**src/rtl/sdram_cmd_pkg.sv**
```systemverilog
package sdram_cmd_pkg;

  typedef enum logic [2:0] {
    CMD_MRS = 3'b000,
    CMD_REF = 3'b001,
    CMD_PRE = 3'b010,
    CMD_ACT = 3'b011,
    CMD_WR  = 3'b100,
    CMD_RD  = 3'b101,
    CMD_BST = 3'b110,
    CMD_NOP = 3'b111
  } cmd_e;

  typedef enum logic [1:0] {
    PM_AWAKE = 2'd0,
    PM_PDOWN = 2'd1,
    PM_SREF  = 2'd2
  } pmode_e;

endpackage

```
**src/rtl/sdram_rst_sync.sv**
```systemverilog
module sdram_rst_sync (
  input  logic clk,
  input  logic rst_n,
  output logic rst_sync_n
);

  logic [1:0] sync_q;

  always_ff @(posedge clk or negedge rst_n) begin
    if (!rst_n) begin
      sync_q <= 2'b00;
    end else begin
      sync_q <= {sync_q[0], 1'b1};
    end
  end

  assign rst_sync_n = sync_q[1];

endmodule

```
**src/rtl/sdram_cmd_decode.sv**
```systemverilog
module sdram_cmd_decode
  import sdram_cmd_pkg::*;
#(
  parameter int NUM_BANKS = 4,
  parameter int ADDR_W    = 13,
  parameter int AP_BIT    = 10,
  localparam int BANK_W   = $clog2(NUM_BANKS)
) (
  input  logic                 run,
  input  logic                 cs_n,
  input  cmd_e                 code,
  input  logic [BANK_W-1:0]    ba,
  input  logic [ADDR_W-1:0]    addr,
  input  logic [NUM_BANKS-1:0] bank_open,
  output logic                 sel,
  output logic                 accept,
  output logic                 illegal,
  output logic                 rw_acc,
  output logic                 ap_req,
  output logic [NUM_BANKS-1:0] open_mask,
  output logic [NUM_BANKS-1:0] close_mask
);

  logic                 tgt_open;
  logic                 all_idle;
  logic [NUM_BANKS-1:0] bank_dec;

  always_comb begin
    bank_dec     = '0;
    bank_dec[ba] = 1'b1;
  end

  assign tgt_open = bank_open[ba];
  assign all_idle = ~|bank_open;
  assign sel      = run & ~cs_n;

  always_comb begin
    accept     = 1'b0;
    illegal    = 1'b0;
    rw_acc     = 1'b0;
    ap_req     = 1'b0;
    open_mask  = '0;
    close_mask = '0;
    if (sel) begin
      unique case (code)
        CMD_ACT: begin
          if (tgt_open) begin
            illegal = 1'b1;
          end else begin
            accept    = 1'b1;
            open_mask = bank_dec;
          end
        end
        CMD_RD, CMD_WR: begin
          if (!tgt_open) begin
            illegal = 1'b1;
          end else begin
            accept = 1'b1;
            rw_acc = 1'b1;
            ap_req = addr[AP_BIT];
            if (addr[AP_BIT]) begin
              close_mask = bank_dec;
            end
          end
        end
        CMD_PRE: begin
          accept     = 1'b1;
          close_mask = addr[AP_BIT] ? {NUM_BANKS{1'b1}} : bank_dec;
        end
        CMD_REF: begin
          if (all_idle) begin
            accept = 1'b1;
          end else begin
            illegal = 1'b1;
          end
        end
        CMD_MRS, CMD_NOP: begin
          accept = 1'b1;
        end
        default: begin
          illegal = 1'b1;
        end
      endcase
    end
  end

endmodule

```
**src/rtl/sdram_bank_tracker.sv**
```systemverilog
module sdram_bank_tracker #(
  parameter int NUM_BANKS = 4,
  parameter int ROW_W     = 13
) (
  input  logic                       clk,
  input  logic                       rst_n,
  input  logic [NUM_BANKS-1:0]       open_mask,
  input  logic [NUM_BANKS-1:0]       close_mask,
  input  logic [ROW_W-1:0]           row_in,
  output logic [NUM_BANKS-1:0]       bank_open,
  output logic [NUM_BANKS*ROW_W-1:0] open_row
);

  for (genvar b = 0; b < NUM_BANKS; b++) begin : g_bank
    logic             open_q, open_d, open_en;
    logic [ROW_W-1:0] row_q;

    assign open_en = open_mask[b] | close_mask[b];
    assign open_d  = open_mask[b];

    always_ff @(posedge clk or negedge rst_n) begin
      if (!rst_n) begin
        open_q <= 1'b0;
      end else if (open_en) begin
        open_q <= open_d;
      end
    end

    always_ff @(posedge clk or negedge rst_n) begin
      if (!rst_n) begin
        row_q <= '0;
      end else if (open_mask[b]) begin
        row_q <= row_in;
      end
    end

    assign bank_open[b]                 = open_q;
    assign open_row[b*ROW_W +: ROW_W]   = row_q;
  end

endmodule

```
**src/rtl/sdram_power_ctl.sv**
```systemverilog
module sdram_power_ctl
  import sdram_cmd_pkg::*;
(
  input  logic clk,
  input  logic rst_n,
  input  logic cke,
  input  logic ref_sel,
  input  logic all_idle,
  output logic run,
  output logic pd,
  output logic sr
);

  pmode_e state_q, state_d;

  always_comb begin
    state_d = state_q;
    unique case (state_q)
      PM_AWAKE: begin
        if (!cke) begin
          state_d = (ref_sel && all_idle) ? PM_SREF : PM_PDOWN;
        end
      end
      PM_PDOWN, PM_SREF: begin
        if (cke) begin
          state_d = PM_AWAKE;
        end
      end
      default: state_d = PM_AWAKE;
    endcase
  end

  always_ff @(posedge clk or negedge rst_n) begin
    if (!rst_n) begin
      state_q <= PM_AWAKE;
    end else begin
      state_q <= state_d;
    end
  end

  assign run = (state_q == PM_AWAKE) && cke;
  assign pd  = (state_q == PM_PDOWN);
  assign sr  = (state_q == PM_SREF);

endmodule

```
**src/rtl/sdram_cmd_decoder.sv**
```systemverilog
module sdram_cmd_decoder
  import sdram_cmd_pkg::*;
#(
  parameter int NUM_BANKS = 4,
  parameter int ROW_W     = 13,
  parameter int COL_W     = 9,
  parameter int AP_BIT    = 10,
  localparam int BANK_W   = $clog2(NUM_BANKS),
  localparam int ADDR_W   = ROW_W
) (
  input  logic                       clk,
  input  logic                       rst_n,
  input  logic                       cke,
  input  logic                       cs_n,
  input  logic                       ras_n,
  input  logic                       cas_n,
  input  logic                       we_n,
  input  logic [BANK_W-1:0]          ba,
  input  logic [ADDR_W-1:0]          addr,
  output logic [2:0]                 cmd_o,
  output logic                       cmd_valid_o,
  output logic                       illegal_o,
  output logic [COL_W-1:0]           col_o,
  output logic [BANK_W-1:0]          col_bank_o,
  output logic                       auto_pre_o,
  output logic [NUM_BANKS-1:0]       bank_open_o,
  output logic [NUM_BANKS*ROW_W-1:0] open_row_o,
  output logic                       pd_o,
  output logic                       sr_o
);

  logic                 rst_int_n;
  cmd_e                 code;
  logic                 run, sel, accept, illegal, rw_acc, ap_req;
  logic                 ref_sel, all_idle;
  logic [NUM_BANKS-1:0] open_mask, close_mask;

  cmd_e                 cmd_q, cmd_d;
  logic                 valid_q, ill_q, ap_q;
  logic [COL_W-1:0]     col_q;
  logic [BANK_W-1:0]    cb_q;

  assign code     = cmd_e'({ras_n, cas_n, we_n});
  assign ref_sel  = ~cs_n && (code == CMD_REF);
  assign all_idle = ~|bank_open_o;

  sdram_rst_sync u_rst (
    .clk        (clk),
    .rst_n      (rst_n),
    .rst_sync_n (rst_int_n)
  );

  sdram_power_ctl u_pwr (
    .clk      (clk),
    .rst_n    (rst_int_n),
    .cke      (cke),
    .ref_sel  (ref_sel),
    .all_idle (all_idle),
    .run      (run),
    .pd       (pd_o),
    .sr       (sr_o)
  );

  sdram_cmd_decode #(
    .NUM_BANKS (NUM_BANKS),
    .ADDR_W    (ADDR_W),
    .AP_BIT    (AP_BIT)
  ) u_dec (
    .run        (run),
    .cs_n       (cs_n),
    .code       (code),
    .ba         (ba),
    .addr       (addr),
    .bank_open  (bank_open_o),
    .sel        (sel),
    .accept     (accept),
    .illegal    (illegal),
    .rw_acc     (rw_acc),
    .ap_req     (ap_req),
    .open_mask  (open_mask),
    .close_mask (close_mask)
  );

  sdram_bank_tracker #(
    .NUM_BANKS (NUM_BANKS),
    .ROW_W     (ROW_W)
  ) u_banks (
    .clk        (clk),
    .rst_n      (rst_int_n),
    .open_mask  (open_mask),
    .close_mask (close_mask),
    .row_in     (addr),
    .bank_open  (bank_open_o),
    .open_row   (open_row_o)
  );

  assign cmd_d = sel ? code : CMD_NOP;

  always_ff @(posedge clk or negedge rst_int_n) begin
    if (!rst_int_n) begin
      cmd_q   <= CMD_NOP;
      valid_q <= 1'b0;
      ill_q   <= 1'b0;
      ap_q    <= 1'b0;
    end else begin
      cmd_q   <= cmd_d;
      valid_q <= accept;
      ill_q   <= illegal;
      ap_q    <= rw_acc & ap_req;
    end
  end

  always_ff @(posedge clk or negedge rst_int_n) begin
    if (!rst_int_n) begin
      col_q <= '0;
      cb_q  <= '0;
    end else if (rw_acc) begin
      col_q <= addr[COL_W-1:0];
      cb_q  <= ba;
    end
  end

  assign cmd_o       = cmd_q;
  assign cmd_valid_o = valid_q;
  assign illegal_o   = ill_q;
  assign auto_pre_o  = ap_q;
  assign col_o       = col_q;
  assign col_bank_o  = cb_q;

endmodule

```
**config.mk**
```make
export PLATFORM = sky130hd
export DESIGN_NAME = sdram_cmd_decoder
export DESIGN_NICKNAME = d
export VERILOG_FILES = /design/src/rtl/sdram_cmd_pkg.sv /design/src/rtl/sdram_rst_sync.sv /design/src/rtl/sdram_cmd_decode.sv /design/src/rtl/sdram_bank_tracker.sv /design/src/rtl/sdram_power_ctl.sv /design/src/rtl/sdram_cmd_decoder.sv
export SDC_FILE = /design/constraint.sdc
export NUM_CORES = 1
export LEC_CHECK = 0
export BUFFER_PORTS_ARGS = -buffer_cell sky130_fd_sc_hd__buf_4
export CAP_MARGIN = 20
export CORE_MARGIN = 2
export CORE_UTILIZATION = 48
export CTS_BUF_LIST = sky130_fd_sc_hd__clkbuf_8
export CTS_CLUSTER_DIAMETER = 150
export DETAILED_ROUTE_END_ITERATION = 6
export PLACE_DENSITY = 0.77
export SLEW_MARGIN = 20
export SYNTH_ARGS = -nofsm -noshare
export SYNTH_HDL_FRONTEND = slang
export SYNTH_SLANG_ARGS = --single-unit
```
**constraint.sdc**
```tcl
create_clock -name clk -period 2.3 [get_ports clk]
set_input_delay 0.23 -clock clk [delete_from_list [all_inputs] [get_ports clk]]
set_output_delay 0.23 -clock clk [all_outputs]
set_load 0.01 [all_outputs]
```
# == Word-level counts from Yosys, hierarchy flattened ==
# Index checks and enable logic that the tools add are counted.
# word_totals
output_inout_bits,75
inputBits,22
regBits,77
wordCells,77
# classes
n_reduce_logical,12
bitwise_logic,7
n_eq_ne,10
order_cmp,2
n_mux,30
# ops
op,n
4-bit 2-to-1 mux,7
1-bit 2-to-1 mux,13
"3-bit == test, second input constant",3
1-bit one-hot mux with 4 select lines,2
4-bit one-hot mux with 2 select lines,1
"3-bit by 2-bit == test with 1-bit output, second input constant",2
2-bit 2-to-1 mux,3
1-bit logical AND,4
"2-bit inequality test, second input constant",2
1-bit bitwise OR,4
2-bit one-hot mux with 2 select lines,1
2-bit OR reduction,2
4-bit OR reduction,1
"3-bit by 1-bit == test with 1-bit output, second input constant",1
3-bit zero test,1
"2-bit by 3-bit < comparator with 1-bit output, second input constant",1
3-bit 2-to-1 mux,1
3-bit OR reduction,1
1-bit AND,2
1-bit binary-select mux with 2-bit select,1
1-bit demux with 2-bit select,1
"2-bit by 1-bit == test with 1-bit output, second input constant",1
"2-bit == test, second input constant",1
"2-bit by 1-bit >= comparator with 1-bit output, second input constant",1
4 further kinds,4

# == Depth between registers and ports, before layout ==
# Gate-level depths: netlist of the first run.
# logic_depth
word_depth,9
ltp_mapped,8
depth_no_buf,6

# == Modules after synthesis ==
# From an unflattened synthesis of the first run, not the netlist that was laid out.
# hier_totals
cells_unflattened,212
hier_area_um2,3203.1
# by_module_without_submodules
mod,instances,cells_per_inst,area_per_inst_um2,seq_area_each_um2
sdram_bank_tracker,1,124,2112.0,1401.3
sdram_cmd_decoder,1,35,639.4,429.2
sdram_cmd_decode,1,37,250.2,0.0
sdram_power_ctl,1,13,147.6,50.0
sdram_rst_sync,1,3,53.8,50.0

# == Least setup slack after synthesis of the first run ==
# OpenSTA, ideal clock, no wires.
# synth_path
kind,register to register
startpoint,register u_pwr.state_q[0]
endpoint,register u_banks.g_bank[0].row_q[10]
t_arrival_ns,2.235
path_stages_with_launch,9
t_required_ns,2.175
n_path_buf,2
setup_slack_ns,-0.060
setup_time_ns,0.125
period_less_slack_ns,2.360
cell_sequence,dfrtp_1 > inv_1 > ha_1 > nand2_2 > or4b_4 > or4_1 > buf_2 > buf_6 > mux2_4
# synth_between
elab_chain_cells,4
# synth_lines
item,line,text
"start, declared",sdram_power_ctl.sv:14,"pmode_e state_q, state_d;"
"start signal, assigned",sdram_power_ctl.sv:37,state_q <= state_d;
2-bit zero test,sdram_power_ctl.sv:41,assign run = (state_q == PM_AWAKE) && cke;
1-bit logical AND,sdram_power_ctl.sv:41,
1-bit AND,sdram_cmd_decode.sv:35,assign sel = run & ~cs_n;
4-bit 2-to-1 mux,sdram_cmd_decode.sv:44,if (sel) begin
"end signal, assigned",sdram_bank_tracker.sv:33,row_q <= row_in;
"end, declared",sdram_bank_tracker.sv:16,logic [ROW_W-1:0] row_q;
# No other way between the ends.
# A chain may end at the register's enable or synchronous reset.

# == Final worst setup path of the first run ==
# layout_path
startpoint,register u_pwr.state_q[0]
endpoint,register u_banks.g_bank[0].row_q[9]
# The elaborated chain is that of the path after synthesis.

==> results of run 1 <==
==> state kept, by name, indices dropped and copies added, names as in the netlist <==
signal / flops
u_banks.g_bank.row_q: 52
u_rst.sync_q: 2
col_o: 9
auto_pre_o: 1
u_pwr.state_q: 2
cmd_o: 3
cmd_valid_o: 1
col_bank_o: 2
illegal_o: 1
u_banks.g_bank.open_q: 4
==> area by class of cell <==
cell class                 instances  area (µm²)  area share, %
sequential                        77        1932          44.61
tap                               77       96.34          2.225
inverter                           7       26.28         0.6068
multi-input combinational        116        1220          28.17
clock buffer                       9       123.9          2.860
clock inverter                     7       73.82          1.705
timing repair buffer             113       858.3          19.82
==> cell usage in the layout (no fill, tap or decap), drive strengths merged <==
cell,n
conb,1
or4,4
nor3b,2
nor4bb,1
nand2b,2
a32o,1
a21oi,4
nor2,3
o21ai,7
clkinvlp,3
bufinv,1
nand3b,1
dfrtp,74
nor3,3
o32ai,2
a2111o,1
a31o,1
clkbuf,9
or4b,1
or3b,1
inv,10
a211o,1
nor4,2
nand2,7
ha,3
dfstp,3
buf,112
or3,3
mux2i,1
dlygate4sd3,1
mux2,64
==> synth_stat cells (4+ instances only) <==
master | n | area [µm²]
dfrtp_1 | 74 | 1852
mux2_4 | 27 | 405.4
buf_2 | 4 | 20.02
mux2_2 | 37 | 416.7
buf_4 | 4 | 30.03
o21ai_0 | 7 | 35.03
nand2_1 | 6 | 22.52
inv_1 | 7 | 26.28
a21oi_1 | 4 | 20.02
==> final timing paths <==
kind                                               to  slack, ns
max                        u_banks.g_bank[0].row_q[9]       0.03
min                                       cmd_valid_o        0.1
max reg2reg                u_banks.g_bank[0].row_q[9]       0.03
min reg2reg                                  col_o[4]       0.28
max in group asynchronous    u_banks.g_bank[1].open_q       1.50
min in group asynchronous             u_rst.sync_q[1]       0.17
==> power by group <==
| group | total (mW) | internal [mW] | switching (mW) | leakage, nW |
|---|---|---|---|---|
| clock network | 1.02 | 0.504 | 0.519 | 0.0937 |
| logic | 1.12 | 0.661 | 0.459 | 1.19 |
| registers | 1.79 | 1.62 | 0.170 | 1.02 |
==> what timing repair did <==
item	in CTS	in global routing
cloned	1	0
endpoints found under the setup margin	41	9
hold endpoints to repair	2	0
resized for setup	6	1
setup buffers	3	0
pin swaps	2	1
hold buffers	1	0
==> cells by family after synthesis <==
kind of cell               Yosys count
AOI/OAI and AO/OA                   17
muxes                               65
other                                1
buffers and inverters               21
DFF                                 77
adders and majority gates            3
and+or+nand+nor                     29
==> stage by stage <==
stage | area [µm²] | worst slack [ns] | std cells | utilization, %
6_report | 4330 | 0.03327 | 406 | 67.43
5_1_grt | 4330 | 0.008218 | 406 | 67.43
4_1_cts | 4327 | -0.001404 | 406 | 67.37
3_5_place_dp | 4068 | -0.06260 | 385 | 63.34
3_3_place_gp | 4068 | 0.01546 | 385 | 63.34
2_1_floorplan | 3248 | -0.04903 | 213 | -
==> critical path, stage by stage, from the launching register on <==
cell and delay, ns:
dfrtp_1 0.40, inv_2 0.08, ha_4 0.14, nand2_4 0.04, or4b_4 0.52, or4_4 0.65
mux2_4 0.33
==> layer usage <==
| layer | part of all wire, % | track usage, % | wire length (µm) |
|---|---|---|---|
| met5 | 0 | 0 | 0 |
| met4 | 1.0 | 6.926 | 74 |
| met3 | 6.9 | 8.181 | 500 |
| met2 | 50 | 33.83 | 3603 |
| met1 | 43 | 26.72 | 3090 |
==> metrics.md, run 1 <==
| Metric | Value |
|---|---|
| Synthesized instance count | 213 |
| Unrepaired setup endpoints after global routing | no |
| Number of global-route vias before repair | 2,212 |
| Hold Violations, Final | 0 |
| Final hold slack | 0.09717 ns |
| Minimum clock period | 2.267 ns |
| Sequential area share after synthesis | 59.83% |
| Max Cap Viol | 0 |
| Crit path DAT | 2.51 ns |
| Pleak | 2.304 nW |
| Simple logic cell fraction of the synthesized area | 5.894% |
| Max Clk Rate | 0.4412 GHz |
| Post-synth cell types | 34 |
| Class of the worst hold path | in2reg |
| Fillcell total | 469 |
| Synth Area in Adders | 1.163% |
| Post-synthesis compound-gate area fraction | 3.451% |
| Cell Area, Synth | 3227 µm² |
| Worst skew pair latency | 0.36 ns |
| Layout cell share with drive strength beyond 1 | 62.92% |
| Setup Skew | 0.01409 ns |
| Crit path kind | reg2reg |
| Final wirelength | 7268 µm |
| HPWL after DPL | 5069 µm |
| Reg2Reg Depth | 6 |
| DR pass1 iterations | 4 |
| Synth Flop Type | dfrtp_1 |
| Number of synthesized register bits | 77 |
| Relative slew slack | 55.14% |
| First DRT Iteration DRCs | 155 |
| CP startpoint | u_pwr.state_q[0] |
| Die W | 85.99 µm |
| # DRC | 0 |
| CTS tree | built |
| Initial Util | 50.24% |
| Max IR drop VDD | 529.4 µV |
| Via density | 5.273 |
| Gpl congestion | 0.7959 |
| Max clock buf depth | 2 |
| Clock transition at path regs | 0.08 ns |
| Cell depth of the worst min-delay path | 2 |
| Area grow syn2layout | 34.20% |
| Row count | 29 |
| Nets | 349 |
| # H-tree levels | 3 |
| Post-synth EDFFs | 0 |
| Root buf cell | clkbuf_8 |
| R2r startpoint | u_pwr.state_q[0] |
| Die Y-Extent | 85.99 µm |
| Syn avg cell area | 15.15 µm² |
| Synth Area in XOR/XNOR | 0% |
| Total power | 3.930 mW |
| Gr usage total | 21.23% |
| Startpoint types | flip-flop |
| Worst-path fanout max | 7 |
| Crit path capture type | flip-flop |
| Largest net degree at the start of global routing | 50 |
| Number of CTS-inserted buffers | 9 |
| # IOs | 97 |
| IO Port Bufs | 96 |
| Clk sinks | 77 |
| Via Count | 2,141 |
| Pwr dens | 907.6 nW/µm² |
| Setup_tns | 0 ns |
| Synth warn | 0 |
| N_diodes | 0 |
| Multiplexer share of the synthesized area | 25.79% |
| Final setup vio count | 0 |
| Worst Min Path Start | cs_n |
| Status | finished, final reports clean |
| DIE AREA | 7394 µm² |
| Req. time, crit path | 2.55 ns |
| Combinational family with the most area after synthesis | multiplexers |
| Final global-route overflow total | 0 |
| Syn Nets | 238 |
| Detail Route Antenna Nets | 0 |
| Initial antenna violation count | 0 |
| Worst slew pin tran | 0.6638 ns |
| Final number of max-transition violations | 0 |
| Routed len/inst | 17.90 µm |
| First-pass GRT wire length | 11,830 µm |
| Core outline area | 6422 µm² |
| Period utilization | 98.55% |
| Asr flop ratio synth | 100.0% |
No activity file was read; power rests on OpenSTA's default activity.
==> run 2, diff against run 1 <==
ABC_AREA = 1   (was default)
==> run 2 against run 1 <==
  * Sequential share of layout area rose by 0.36 points
  * Hold slack improved by 0.0067 ns
  * Routed wire length is 13% higher
  * Power shrank 0.43%
  * Combinational power is 5% lower
  * Critical path depth is 2 higher
  * Register-to-register slack improved by 0.23 ns
  * Utilization decreased by 4.1 points
==> metrics.md, run 2 <==
| Metric | Value |
|---|---|
| Relative slew slack | 37.79% (-17 points) |
| Core outline area | 6794 µm² (+5.8%) |
| Pleak | 2.401 nW (+4.2%) |
| Slowest stage cell, crit path | nor2_4 |
| Die W | 87.71 µm (+2.0%) |
| Final number of max-transition violations | 0 (unchanged) |
| Gpl congestion | 0.7859 (-1.3%) |
| Routed len/inst | 14.49 µm (-19%) |
| Asr flop ratio synth | 100.0% (unchanged) |
| Biggest cell delay along the critical path | 0.43 ns (-0.22 ns) |
| Max IR drop VDD | 550.4 µV (+4.0%) |
| Crit path kind | reg2reg |
| Fillcell total | 585 (+25%) |
| Post-synth EDFFs | 0 (unchanged) |
| Most flop-heavy register | u_banks.g_bank.row_q |
| Period utilization | 88.45% (-10 points) |
| Root buf cell | clkbuf_8 |
| # IOs | 97 (unchanged) |
| Nets | 489 (+40%) |
| Yosys top cell area share | 55.06% (-2.3 points) |
| Number of CTS-inserted buffers | 9 (unchanged) |
| DIE AREA | 7692 µm² (+4.0%) |
| Class of the worst hold path | in2reg |
| Via Count | 2,766 (+29%) |
| Most common cell after layout, fill and taps aside | nand2_1 |
| Hold Violations, Final | 0 (unchanged) |
| Largest net degree at the start of global routing | 76 (+52%) |
| Max Clk Rate | 0.4915 GHz (+11%) |
| Detail Route Antenna Nets | 0 (unchanged) |
| Layout cell share with drive strength beyond 1 | 30.28% (-33 points) |
| Max clock buf depth | 2 (unchanged) |
| Post-CTS setup buffer count | 0 (-3) |
| Commonest cells post-synth | 166 x nand2_1, 74 x dfrtp_1, 23 x inv_1 |
| DR pass1 iterations | 4 (unchanged) |
| Critical path buffers and inverters | 2 (+1) |
| HPWL after DPL | 5665 µm (+12%) |
| Worst-path fanout max | 22 (+15) |
| Clk sinks | 77 (unchanged) |
| # DRC | 0 (unchanged) |
| Cells taking the most area after synthesis | dfrtp_1 55%, nand2_1 19%, nand3_1 2.7%, inv_1 2.6%, o21a_1 2.5% |
| Syn Nets | 395 (+66%) |
| Status | finished, final reports clean |
| Crit path DAT | 2.26 ns (-0.25 ns) |
| Cell taking the most area after synthesis | dfrtp_1 |
| Post-synth cell types | 28 (-18%) |
| Worst skew pair latency | 0.34 ns (-0.02 ns) |
| Setup_tns | 0 ns (unchanged) |
| Synth warn | 0 (unchanged) |
| Post-CTS Resized | 0 (-6) |
| IO Port Bufs | 96 (unchanged) |
| Via density | 4.896 (-7.2%) |
| Most frequent cell after synthesis | nand2_1 |
| Synth Flop Type | dfrtp_1 |
| Minimum clock period | 2.034 ns (-0.2323 ns) |
| Cell Area, Synth | 3363 µm² (+4.2%) |
| # H-tree levels | 3 (unchanged) |
| Clock transition at path regs | 0.09 ns (about the same) |
| Worst slew pin tran | 0.9331 ns (+0.2693 ns) |
| Gr usage total | 22.58% (+1.4 points) |
| Pwr dens | 909.8 nW/µm² (+0.24%) |
| Initial antenna violation count | 0 (unchanged) |
| Number of flip-flops under the largest register name | 52 (unchanged) |
| Final global-route overflow total | 0 (unchanged) |
| CTS tree | built |
| Top delay family on crit path | simple AND/OR/NAND/NOR gates |
| Startpoint types | flip-flop |
| Final setup vio count | 0 (unchanged) |
| Area grow syn2layout | 27.90% |
| Max Cap Viol | 0 (unchanged) |
| Crit path capture type | flip-flop |
| Number of global-route vias before repair | 2,703 (+22%) |
| Setup Skew | 0.01091 ns (-0.003187 ns) |
| Number of synthesized register bits | 77 (unchanged) |
| Die Y-Extent | 87.71 µm (+2.0%) |
| Synthesized instance count | 370 (+74%) |
| First-pass GRT wire length | 13,270 µm (+12%) |
| Initial Util | 49.50% (-0.74 points) |
| Syn avg cell area | 9.090 µm² (-40%) |
| Sequential area share after synthesis | 57.40% (-2.4 points) |
| Unrepaired setup endpoints after global routing | no |
| Commonest non-fill, non-tap cells in the layout | 166 x nand2_1, 98 x buf_4, 73 x dfrtp_1, 23 x inv_1, 18 x nand3_1 |
| Req. time, crit path | 2.53 ns (-0.02 ns) |
| Crit path cell chain | inv_1 > ha_1 > nand2_1 > nor2_4 > inv_1 > nor2_4 > nand2_1 > o21a_1 |
| Final core utilization | 63.31% (-4.1 points) |
| N_diodes | 0 (unchanged) |
| Final hold slack | 0.1038 ns (+0.006672 ns) |
| Row count | 30 (+3.4%) |
| Final wirelength | 8188 µm (+13%) |
| First DRT Iteration DRCs | 172 (+11%) |
| Hold_buf cts | 1 (unchanged) |
[run 2: cell types whose count changed after synthesis, sizes merged, moves of 11 or more]
cell	previous run	this run
inv	7	25
nor2	3	20
mux2	64	0
nand2	7	172
nand3	0	19
o21a	0	11
[run 2: path summary, 6_finish.rpt]
path                                  startpoint         endpoint  slack (ns)  cells past startpoint
worst min register to register   u_rst.sync_q[0]  u_rst.sync_q[1]        0.37                      0
worst min-delay path                        we_n         cmd_o[0]        0.10                      3
worst max register to register  u_pwr.state_q[0]         col_o[7]        0.27                      8
min in group asynchronous                  rst_n  u_rst.sync_q[1]        0.20                      2
max in group asynchronous        u_rst.sync_q[1]    col_bank_o[0]        1.22                      0
worst max-delay path            u_pwr.state_q[0]         col_o[7]        0.27                      8
[run 2: worst register-to-register path, delay by kind of cell, from the launching register on]
family	cells	cell delay, ns
fa+ha+maj	1	0.21
simple gates	4	0.92
buf+inv	2	0.25
compound gates	1	0.14
flops	1	0.39
[run 2: logic make-up after synthesis]
kind of cell / Yosys count / share of synthesized area (%)
AND/OR/NAND/NOR: 217 / 28.20
adder cells (fa/ha/maj): 3 / 1.116
buffers and inverters: 41 / 6.659
AO/OA/AOI/OAI: 30 / 6.213
flip-flops: 77 / 57.40
multiplexers: 1 / 0.2976
other: 1 / 0.1115
[run 2: cell type report]
class	instances	area [µm²]	area share, %
sequential	77	1934	44.97
inverter	25	93.84	2.181
tap	96	120.1	2.792
multi-input combinational	252	1209	28.10
clock buffer	10	137.6	3.200
clock inverter	6	61.31	1.425
timing repair buffer	99	745.7	17.34
[run 2: layer usage]
metal | wire length [µm] | up-vias | share of wire [%] | track usage (%)
li1 | - | 1330 | - | -
met1 | 3428 | 1340 | 42 | 29.16
met2 | 4034 | 85 | 49 | 35.95
met3 | 580 | 11 | 7.1 | 6.126
met4 | 144 | 0 | 1.8 | 9.790
met5 | 0 | - | 0 | 0
[run 2: power breakdown]
| part | internal [mW] | switching, mW | total [mW] |
|---|---|---|---|
| Sequential | 1.62 | 0.198 | 1.82 |
| Combinational | 0.531 | 0.529 | 1.06 |
| Clock | 0.529 | 0.503 | 1.03 |
[run 2: stage by stage]
stage / instance area, µm² / instances / power (mW) / worst slack [ns]
CTS: 4302 / 565 / 3.942 / 0.2671
floorplan: 3363 / 370 / 2.358 / 0.002027
global placement: 4093 / 548 / 2.874 / 0.4463
finish: 4302 / 565 / 3.913 / 0.2655
global route: 4302 / 565 / 4.133 / 0.07394
detailed placement: 4093 / 548 / 2.910 / 0.3234
==> run 3, diff against run 2 <==
CORE_UTILIZATION = 47   (was 48)
CTS_BUF_LIST = default   (was sky130_fd_sc_hd__clkbuf_8)
PLACE_DENSITY = 0.75   (was 0.77)
==> run 3 against run 2 <==
  * First-iteration DRC count grew 2.9%
  * Count of clock-buffer cells in the layout unchanged
  * Global-route usage shrank 0.056 points
  * Sequential power barely moved
  * Die area grew 2.0%
  * Critical path type unchanged
  * Highest routed layer unchanged
==> metrics.md, run 3 (synthesis results as in run 2) <==
| Metric | Value |
|---|---|
| Status | finished, final reports clean |
| Crit path kind | reg2reg |
| Commonest non-fill, non-tap cells in the layout | 166 x nand2_1, 100 x buf_4, 73 x dfrtp_1, 23 x inv_1, 18 x nand3_1 |
| Worst slew pin tran | 0.5980 ns (-0.3351 ns) |
| First DRT Iteration DRCs | 177 (+2.9%) |
| Multi-input gate area | 1209 µm² (unchanged) |
| Setup ws final | 0.2662 ns (+0.0006540 ns) |
| Fillcell total | 616 (+5.3%) |
| Worst-path fanout max | 22 (unchanged) |
| Slowest stage cell, crit path | nor2_4 |
| DR pass1 iterations | 6 (+2) |
| Max clock buf depth | 2 (unchanged) |
| Crit path cell chain | inv_1 > ha_1 > nand2_1 > nor2_4 > inv_1 > nor2_4 > nand2_1 > o21a_1 |
| Pleak | 2.433 nW (+1.3%) |
| Max IR drop VDD | 492.1 µV (-11%) |
| # H-tree levels | 3 (unchanged) |
| Die W | 88.59 µm (+1.0%) |
| Core outline area | 6869 µm² (+1.1%) |
| Combinational share of power | 25.7% (-1.4 points) |
| Number of global-route vias before repair | 2,784 (+3.0%) |
| Placed Instances | 550 (+0.36%) |
| Unrepaired setup endpoints after global routing | no |
| Hold Violations, Final | 0 (unchanged) |
| Reg power frac | 43.3% (-3.2 points) |
| Setup_tns | 0 ns (unchanged) |
| Final global-route overflow total | 0 (unchanged) |
| # IOs | 97 (unchanged) |
| Via density | 4.894 (about the same) |
| Largest net degree at the start of global routing | 45 (-41%) |
| Number of CTS-inserted buffers | 9 (unchanged) |
| Biggest cell delay along the critical path | 0.43 ns (about the same) |
| Root buf cell | clkbuf_8 |
| Clock transition at path regs | 0.08 ns (about the same) |
| # DRC | 0 (unchanged) |
| Place WS | 0.2733 ns (-0.05017 ns) |
| Setup Skew | 0.006480 ns (-0.004428 ns) |
| Clock share of power | 30.9% (+4.5 points) |
| Req. time, crit path | 2.55 ns (+0.02 ns) |
| Clk sinks | 77 (unchanged) |
| Die Y-Extent | 88.59 µm (+1.0%) |
| Routed len/inst | 14.66 µm (+1.1%) |
| DP Area | 4108 µm² (+0.37%) |
| Final wirelength | 8311 µm (+1.5%) |
| Layout cell share with drive strength beyond 1 | 30.57% (+0.30 points) |
| Startpoint types | flip-flop |
| Max Cap Viol | 0 (unchanged) |
| HPWL after DPL | 5852 µm (+3.3%) |
| Most common cell after layout, fill and taps aside | nand2_1 |
| Crit path DAT | 2.28 ns (+0.02 ns) |
| Area grow syn2layout | 30.02% |
| Via Count | 2,775 (+0.33%) |
| Initial Util | 48.96% (-0.54 points) |
| DIE AREA | 7848 µm² (+2.0%) |
| Final setup vio count | 0 (unchanged) |
| Gr usage total | 22.53% (-0.056 points) |
| Period utilization | 88.43% (about the same) |
| Row count | 30 (unchanged) |
| Sequential cell area | 1934 µm² (unchanged) |
| Final core utilization | 63.66% (+0.35 points) |
| First-pass GRT wire length | 13,290 µm (+0.16%) |
| Gpl congestion | 0.7855 (about the same) |
| Most flop-heavy register | u_banks.g_bank.row_q |
| Max Clk Rate | 0.4917 GHz (about the same) |
| Pint | 2.918 mW (+8.7%) |
| Total power | 4.179 mW (+6.8%) |
| Final number of max-transition violations | 0 (unchanged) |
| Nets | 491 (+0.41%) |
| Minimum clock period | 2.034 ns (-0.0006540 ns) |
| P_sw | 1.261 mW (+2.5%) |
| N_diodes | 0 (unchanged) |
| Number of flip-flops under the largest register name | 52 (unchanged) |
| Worst skew pair latency | 0.35 ns (about the same) |
| Post-CTS Resized | 0 (unchanged) |
| Final hold slack | 0.09655 ns (-0.007289 ns) |
| CTS tree | built |
| Initial antenna violation count | 0 (unchanged) |
| Design area | 4373 µm² (+1.7%) |
| Relative slew slack | 60.04% (+22 points) |
| Detail Route Antenna Nets | 0 (unchanged) |
| Class of the worst hold path | in2reg |
| Switch share | 30.17% (-1.3 points) |
| Crit path capture type | flip-flop |
| IO Port Bufs | 96 (unchanged) |
| Pwr dens | 955.6 nW/µm² (+5.0%) |
| Post-Layout Cell Count | 567 (+0.35%) |
[run 3: cell count changes in the layout (fill, tap and decap cells not counted)]
cell / before / now
clkinv_2: 3 / 0
buf_4: 98 / 100
inv_8: 0 / 1
bufinv_16: 1 / 3
[run 3: final timing paths]
| check | slack (ns) | cells past startpoint | to | startpoint |
|---|---|---|---|---|
| worst max-delay path | 0.27 | 8 | col_o[5] | u_pwr.state_q[0] |
| worst min-delay path | 0.1 | 3 | cmd_o[0] | we_n |
| worst max register to register | 0.27 | 8 | col_o[5] | u_pwr.state_q[0] |
| worst min register to register | 0.32 | 0 | u_banks.g_bank[3].row_q[6] | u_rst.sync_q[1] |
| max in group asynchronous | 1.33 | 1 | u_banks.g_bank[1].row_q[7] | u_rst.sync_q[1] |
| min in group asynchronous | 0.17 | 2 | u_rst.sync_q[1] | rst_n |
[run 3: layout make-up]
type | count | share of cell area [%]
clock buffers | 10 | 3.147
clock inverters | 6 | 2.690
inverters | 25 | 2.146
multi-input cells | 252 | 27.64
flip-flops and latches | 77 | 44.23
well taps | 96 | 2.747
repair buffers | 101 | 17.40
[run 3: worst max-delay path, delay by kind of cell (launching register included)]
| family | cells | cell delay (ns) |
|---|---|---|
| adders and majority gates | 1 | 0.23 |
| buffers and inverters | 2 | 0.27 |
| AOI/OAI and AO/OA | 1 | 0.13 |
| DFF | 1 | 0.39 |
| and+or+nand+nor | 4 | 0.91 |
[run 3: repair_timing]
| action | CTS | global route |
|---|---|---|
| hold endpoints to repair | 2 | 0 |
| setup buffers | 0 | 0 |
| hold buffers | 1 | 0 |
| setup endpoints to repair | 0 | 0 |
[run 3: power groups by stage]
stage	combinational, mW	sequential (mW)	clock (mW)
after floorplan	0.441	1.92	0
after global placement	1.05	1.83	0
after detailed placement	1.09	1.83	0
after CTS	1.09	1.81	1.31
after global routing	1.19	1.85	1.37
final	1.08	1.81	1.29
[run 3: layer usage]
layer	share of wire, %	global-route usage, %	vias to the layer above
met5	0	0	-
met4	1.8	8.127	0
met3	8.0	8.022	15
met2	49	37.46	95
met1	41	27.18	1335
li1	-	-	1330
